--- src/rtl/brres_pkg.sv ---
// Package: shared encodings for the decode-stage branch resolver.
// Assumes 32-bit instruction words with a fixed field layout.
package brres_pkg;
    localparam int ILEN = 32;

    localparam logic [5:0] OP_BEQ = 6'h04;
    localparam logic [5:0] OP_BNE = 6'h05;

    // Source of the next fetch address
    typedef enum logic [1:0] {
        SEL_SEQ    = 2'd0,
        SEL_TARGET = 2'd1,
        SEL_HOLD   = 2'd2
    } pc_sel_e;

    // Instruction field layout
    typedef struct packed {
        logic [5:0]  op;
        logic [4:0]  rs;
        logic [4:0]  rt;
        logic [15:0] imm;
    } ifield_t;
endpackage

--- src/rtl/br_cond.sv ---
// Module: br_cond
// Decodes the IF/ID word and evaluates the branch condition in decode.
// Assumes the operand values match the rs/rt indices it presents.
module br_cond
    import brres_pkg::*;
#(
    parameter int XLEN = 32
) (
    input  logic [ILEN-1:0] instr,
    input  logic [XLEN-1:0] op_a,
    input  logic [XLEN-1:0] op_b,
    output logic [4:0]      rs,
    output logic [4:0]      rt,
    output logic [15:0]     imm,
    output logic            taken
);
    ifield_t f;
    logic    same;

    assign f = ifield_t'(instr);

    // Field extraction and equality/inequality decision
    always_comb begin
        rs    = f.rs;
        rt    = f.rt;
        imm   = f.imm;
        same  = (op_a == op_b);
        unique case (f.op)
            OP_BEQ:  taken = same;
            OP_BNE:  taken = !same;
            default: taken = 1'b0;
        endcase
    end
endmodule

--- src/rtl/br_target.sv ---
// Module: br_target
// Dedicated decode-stage adder: branch address + 4 + (sext(imm) << 2).
// Assumes PC_W >= 18 so the shifted offset fits.
module br_target #(
    parameter int PC_W = 32
) (
    input  logic [PC_W-1:0] base_pc,
    input  logic [15:0]     imm,
    output logic [PC_W-1:0] target
);
    localparam int EXT_W = PC_W - 18;

    logic [PC_W-1:0] offset;

    // Sign-extend, scale to words, and add to the link address
    always_comb begin
        offset = {{EXT_W{imm[15]}}, imm, 2'b00};
        target = base_pc + PC_W'(4) + offset;
    end
endmodule

--- src/rtl/fetch_state.sv ---
// Module: fetch_state
// Holds the PC and IF/ID registers and chooses the next PC.
// Assumes redirect never arrives while stall is high (the top gates it).
module fetch_state
    import brres_pkg::*;
#(
    parameter int              PC_W     = 32,
    parameter logic [PC_W-1:0] RESET_PC = '0
) (
    input  logic            clk,
    input  logic            rst_n,
    input  logic            stall,
    input  logic            redirect,
    input  logic [PC_W-1:0] target,
    input  logic [ILEN-1:0] fetch_instr,
    output logic [PC_W-1:0] pc_q,
    output logic [PC_W-1:0] pc_nxt,
    output pc_sel_e         sel,
    output logic [ILEN-1:0] ifid_instr_q,
    output logic [PC_W-1:0] ifid_pc_q
);
    // Select the next-PC source with stall taking priority
    always_comb begin
        if (stall) begin
            sel    = SEL_HOLD;
            pc_nxt = pc_q;
        end else if (redirect) begin
            sel    = SEL_TARGET;
            pc_nxt = target;
        end else begin
            sel    = SEL_SEQ;
            pc_nxt = pc_q + PC_W'(4);
        end
    end

    // PC register
    always_ff @(posedge clk) begin
        if (!rst_n) pc_q <= RESET_PC;
        else        pc_q <= pc_nxt;
    end

    // IF/ID register: hold on stall, squash on redirect, else capture
    always_ff @(posedge clk) begin
        if (!rst_n) begin
            ifid_instr_q <= '0;
            ifid_pc_q    <= '0;
        end else if (stall) begin
            ifid_instr_q <= ifid_instr_q;
            ifid_pc_q    <= ifid_pc_q;
        end else if (redirect) begin
            ifid_instr_q <= '0;
            ifid_pc_q    <= pc_q;
        end else begin
            ifid_instr_q <= fetch_instr;
            ifid_pc_q    <= pc_q;
        end
    end

    assert_squash_clears_R5: assert property (@(posedge clk) disable iff (!rst_n)
        redirect |=> (ifid_instr_q == '0));

    assert_target_loaded_R5: assert property (@(posedge clk) disable iff (!rst_n)
        redirect |=> (pc_q == $past(target)));

    assert_stall_holds_R7: assert property (@(posedge clk) disable iff (!rst_n)
        stall |=> ($stable(pc_q) && $stable(ifid_instr_q) && $stable(ifid_pc_q)));

    assert_seq_step_R2: assert property (@(posedge clk) disable iff (!rst_n)
        (!stall && !redirect) |=> (pc_q == $past(pc_q) + PC_W'(4)));
endmodule

--- src/rtl/branch_resolve_id.sv ---
// Module: branch_resolve_id (top)
// Resolves conditional branches in decode, redirects fetch and squashes
// the wrong-path word. Assumes operands arrive from the register file
// for the rs_idx/rt_idx it drives, and that stall comes from hazard logic.
module branch_resolve_id
    import brres_pkg::*;
#(
    parameter int              XLEN     = 32,
    parameter int              PC_W     = 32,
    parameter logic [PC_W-1:0] RESET_PC = '0
) (
    input  logic            clk,
    input  logic            rst_n,
    input  logic            stall,
    input  logic [31:0]     fetch_instr,
    input  logic [XLEN-1:0] rs_val,
    input  logic [XLEN-1:0] rt_val,
    output logic [PC_W-1:0] fetch_pc,
    output logic [PC_W-1:0] next_pc,
    output logic [1:0]      pc_sel,
    output logic            flush,
    output logic [31:0]     ifid_instr,
    output logic [PC_W-1:0] ifid_pc,
    output logic [4:0]      rs_idx,
    output logic [4:0]      rt_idx
);
    logic            taken;
    logic            redirect;
    logic [15:0]     imm;
    logic [PC_W-1:0] target;
    pc_sel_e         sel;

    br_cond #(.XLEN(XLEN)) u_cond (
        .instr (ifid_instr),
        .op_a  (rs_val),
        .op_b  (rt_val),
        .rs    (rs_idx),
        .rt    (rt_idx),
        .imm   (imm),
        .taken (taken)
    );

    br_target #(.PC_W(PC_W)) u_target (
        .base_pc (ifid_pc),
        .imm     (imm),
        .target  (target)
    );

    // A taken branch redirects only when the pipeline is not frozen
    always_comb begin
        redirect = taken && !stall;
        flush    = redirect;
        pc_sel   = sel;
    end

    fetch_state #(.PC_W(PC_W), .RESET_PC(RESET_PC)) u_fetch (
        .clk          (clk),
        .rst_n        (rst_n),
        .stall        (stall),
        .redirect     (redirect),
        .target       (target),
        .fetch_instr  (fetch_instr),
        .pc_q         (fetch_pc),
        .pc_nxt       (next_pc),
        .sel          (sel),
        .ifid_instr_q (ifid_instr),
        .ifid_pc_q    (ifid_pc)
    );

    assert_one_bubble_R6: assert property (@(posedge clk) disable iff (!rst_n)
        flush |=> !flush);

    assert_no_flush_on_stall_R7: assert property (@(posedge clk) disable iff (!rst_n)
        stall |-> !flush);

    assert_nonbranch_never_taken_R3: assert property (@(posedge clk) disable iff (!rst_n)
        (ifid_instr[31:26] != OP_BEQ && ifid_instr[31:26] != OP_BNE) |-> !flush);
endmodule

--- config.mk ---
export PLATFORM = sky130hd
export DESIGN_NAME = branch_resolve_id
export DESIGN_NICKNAME = d
export VERILOG_FILES = /design/src/rtl/brres_pkg.sv /design/src/rtl/br_cond.sv /design/src/rtl/br_target.sv /design/src/rtl/fetch_state.sv /design/src/rtl/branch_resolve_id.sv
export SDC_FILE = /design/constraint.sdc
export NUM_CORES = 1
export LEC_CHECK = 0
export BUFFER_PORTS_ARGS = -buffer_cell sky130_fd_sc_hd__buf_2
export CORE_ASPECT_RATIO = 0.6
export CORE_MARGIN = 5
export CORE_UTILIZATION = 40
export CTS_CLUSTER_SIZE = 10
export DETAILED_ROUTE_END_ITERATION = 7
export GPL_TIMING_DRIVEN = 0
export PLACE_DENSITY = 0.66
export SLEW_MARGIN = 20
export SYNTH_ARGS = -nofsm -noshare
export SYNTH_HDL_FRONTEND = slang
export SYNTH_HIERARCHICAL = 1
export SYNTH_SLANG_ARGS = --single-unit
--- constraint.sdc ---
create_clock -name clk -period 3.8 [get_ports clk]
set_clock_uncertainty 0.1 [all_clocks]
set_input_delay 0.38 -clock clk [delete_from_list [all_inputs] [get_ports clk]]
set_output_delay 0.38 -clock clk [all_outputs]
set_load 0.01 [all_outputs]
==> flow_metrics.tcl <==
set metrics [dict create \
    hold_path_class "in2reg" \
    synth.most_common_cell "dfxtp_1" \
    yosysSeqAreaShare_pct 27.5 \
    worst_ep_required_time_ns 3.32 \
    cts_tree "built" \
    synth_cells 832 \
    path_cells "ha_4, ha_4, fa_2, a211oi_2, o21ai_2, o2111ai_4, a21oi_4, a221o_1, a211o_1, a22oi_2, o311ai_2, buf_2" \
    violations "setup timing" \
    grt_pass1_wl_mm 40.5 \
    avgRoutedWirePerCell_um 20.3 \
    tns_ns -0.0531 \
    start_util_pct 40.8 \
    grt_util_all_layers_pct 24.7 \
    setup_viol 1 \
    rows 37 \
    slew_headroom_pct 38.5 \
    first_pass_iters 6 \
    clk_latency_ns 0.36 \
    min_period_ns 3.85 \
    dpl.cell_count 1305 \
    coreArea_sq_mm 0.0172 \
    timing.final.ws_setup_ns -0.0531 \
    max_freq_mhz 260 \
    vias_per_cell 5.65 \
    synth_top_cell_by_area "dfxtp_1" \
    hold_viol 0 \
    antenna_cells 0 \
    slowest_stage "dfxtp_2" \
    numCtsBuffers 9 \
    peakVddDrop_mv 0.221 \
    drt_wl_total_mm 27.3 \
    netlist_area_sq_mm 0.00700 \
    p_per_area_mw_per_mm2 251 \
    cp.arrival_ns 3.37 \
    overflow 0 \
    cts_hold_buf 0 \
    htree_levels 3 \
    tightest_slew_ns 0.923 \
    fin_crit_sh_pct 101 \
    synth_edf_count 0 \
    postRouteAntennaNets 0 \
    crit_type "reg2out" \
    grt_max_degree 20 \
    die_y_um 112 \
    finalMaxSlewViolations 0 \
    synth_area_per_cell_sq_um 8.41 \
    cp-start-kind "register" \
    path_max_fanout 4 \
    maxCapViolCount 0 \
    die_x_um 181 \
    power.static_leakage_nw 4.56 \
    io_pins 240 \
    die_area_sq_mm 0.0203 \
    num-nets-final 1264 \
    globalplace.congestion 0.964 \
    clk_path_buf_depth 2 \
    io_buffers 239 \
    post_route_cells_drive_above_1_share_pct 40.5 \
    grt_pass1_vias 7012 \
    syn_nets 990 \
    max_stage_delay_ns 0.35 \
    ys_types 87 \
    synth_ff_type "dfxtp_1" \
    status "complete, but fails checks" \
    rsz0062_at_grt "true" \
    path_clk_slew_ns 0.08 \
    drt-initial-drc-count 840 \
    cpLargestDelayFamily "compound AO/OA/AOI/OAI gates" \
    vias 7603 \
    synthArstFlopShare_pct 0 \
    antenna_found_initial 0 \
    path_buf_inv 1 \
    ys_warn_count 6 \
    fin_cells 1345 \
    dp_hpwl_mm 20.5 \
    end_kind "output port" \
    yosys-top-cells-area "dfxtp_1 (27%), ha_1 (10%), xor2_1 (5.6%)" \
    synthTopCellsByCount "dfxtp_1 (96), nor2_1 (94), ha_1 (58)" \
    area_growth_pct 38.2 \
    cts.sinks 96 \
    route.detailed.drc 0 \
    cts-root-buf "clkbuf_16" \
    cp_common_cell "ha_4" \
    yosys_register_bits 96 \
    synthDominantCellAreaShare_pct 27.5 \
]
repair_timing:
item / CTS / global route
pin swaps: 25 / 44
gates cloned: 1 / 0
setup buffers: 17 / 15
gates resized for setup: 66 / 76
setup endpoints to repair: 26 / 24
kinds of logic after synthesis:
| logic type | synth area share [%] |
|---|---|
| compound gates | 21.2 |
| xor+xnor | 7.01 |
| fa+ha+maj | 10.7 |
| buf+inv | 6.79 |
| flops | 27.5 |
| mux | 4.47 |
| simple gates | 22.4 |
stage by stage:
step                util [%]  area, sq um  hold WS [ns]  setup WS (ns)  power [mW]
global route            56.3         9670         0.147         -0.135        2.51
global placement        49.4         8490         0.389         -0.294        1.45
CTS                     53.6         9210         0.145        -0.0948        2.40
finish                  56.3         9670         0.149        -0.0531        2.43
floorplan                  -         7000         0.406          0.319        1.29
detailed placement      49.4         8490         0.392         -0.308        1.45
area by class of cell:
type	count	area, sq um
multi-input combinational	647	5230
buffer	68	423
timing repair buffer	270	1440
clock inverter	7	72.6
tap	234	293
clock buffer	9	225
fill	1569	7500
sequential	96	1940
inverter	14	55.1
registers in the layout (all words and copies together) (netlist names):
name,flops
u_fetch/ifid_instr_q,32
u_fetch/ifid_pc_q,32
u_fetch/pc_q,32
final timing paths:
kind | endpoint | start | cells after the start | slack (ns)
worst max-delay path | next_pc[27] | u_fetch/ifid_instr_q[1] | 12 | -0.05
worst min-delay path | u_fetch/ifid_instr_q[13] | fetch_instr[13] | 3 | 0.15
worst max register to register | u_fetch/pc_q[27] | u_fetch/ifid_instr_q[1] | 18 | 0.09
worst min register to register | u_fetch/pc_q[0] | u_fetch/pc_q[0] | 2 | 0.40
routing by layer:
metal | track usage [%] | wire [um] | up-vias
li1 | - | - | 3575
met5 | 0 | 0 | -
met1 | 39.0 | 13200 | 3560
met3 | 6.77 | 2870 | 37
met2 | 33.3 | 11000 | 431
met4 | 3.63 | 303 | 0
tightest hold or removal path: stages:
cell	delay, ns
buf_2	0.08
a22oi_1	0.05
nor2_1	0.07
power breakdown:
group / internal (mW) / total (mW) / switching [mW]
Clock: 0.468 / 0.947 / 0.480
Sequential: 1.03 / 1.05 / 0.0233
Combinational: 0.194 / 0.428 / 0.234
placed cells by master, fill, tap and decap left out, drive strengths merged, types with 29 or more instances in the layout:
cell and instances:
mux2i 29, ha 58, buf 312, a21oi 42, o21ai 38, nor2 95
xor2 45, nand2 48, a22oi 40, clkbuf 35, dfxtp 96
No activity file was read; power rests on OpenSTA's default activity.
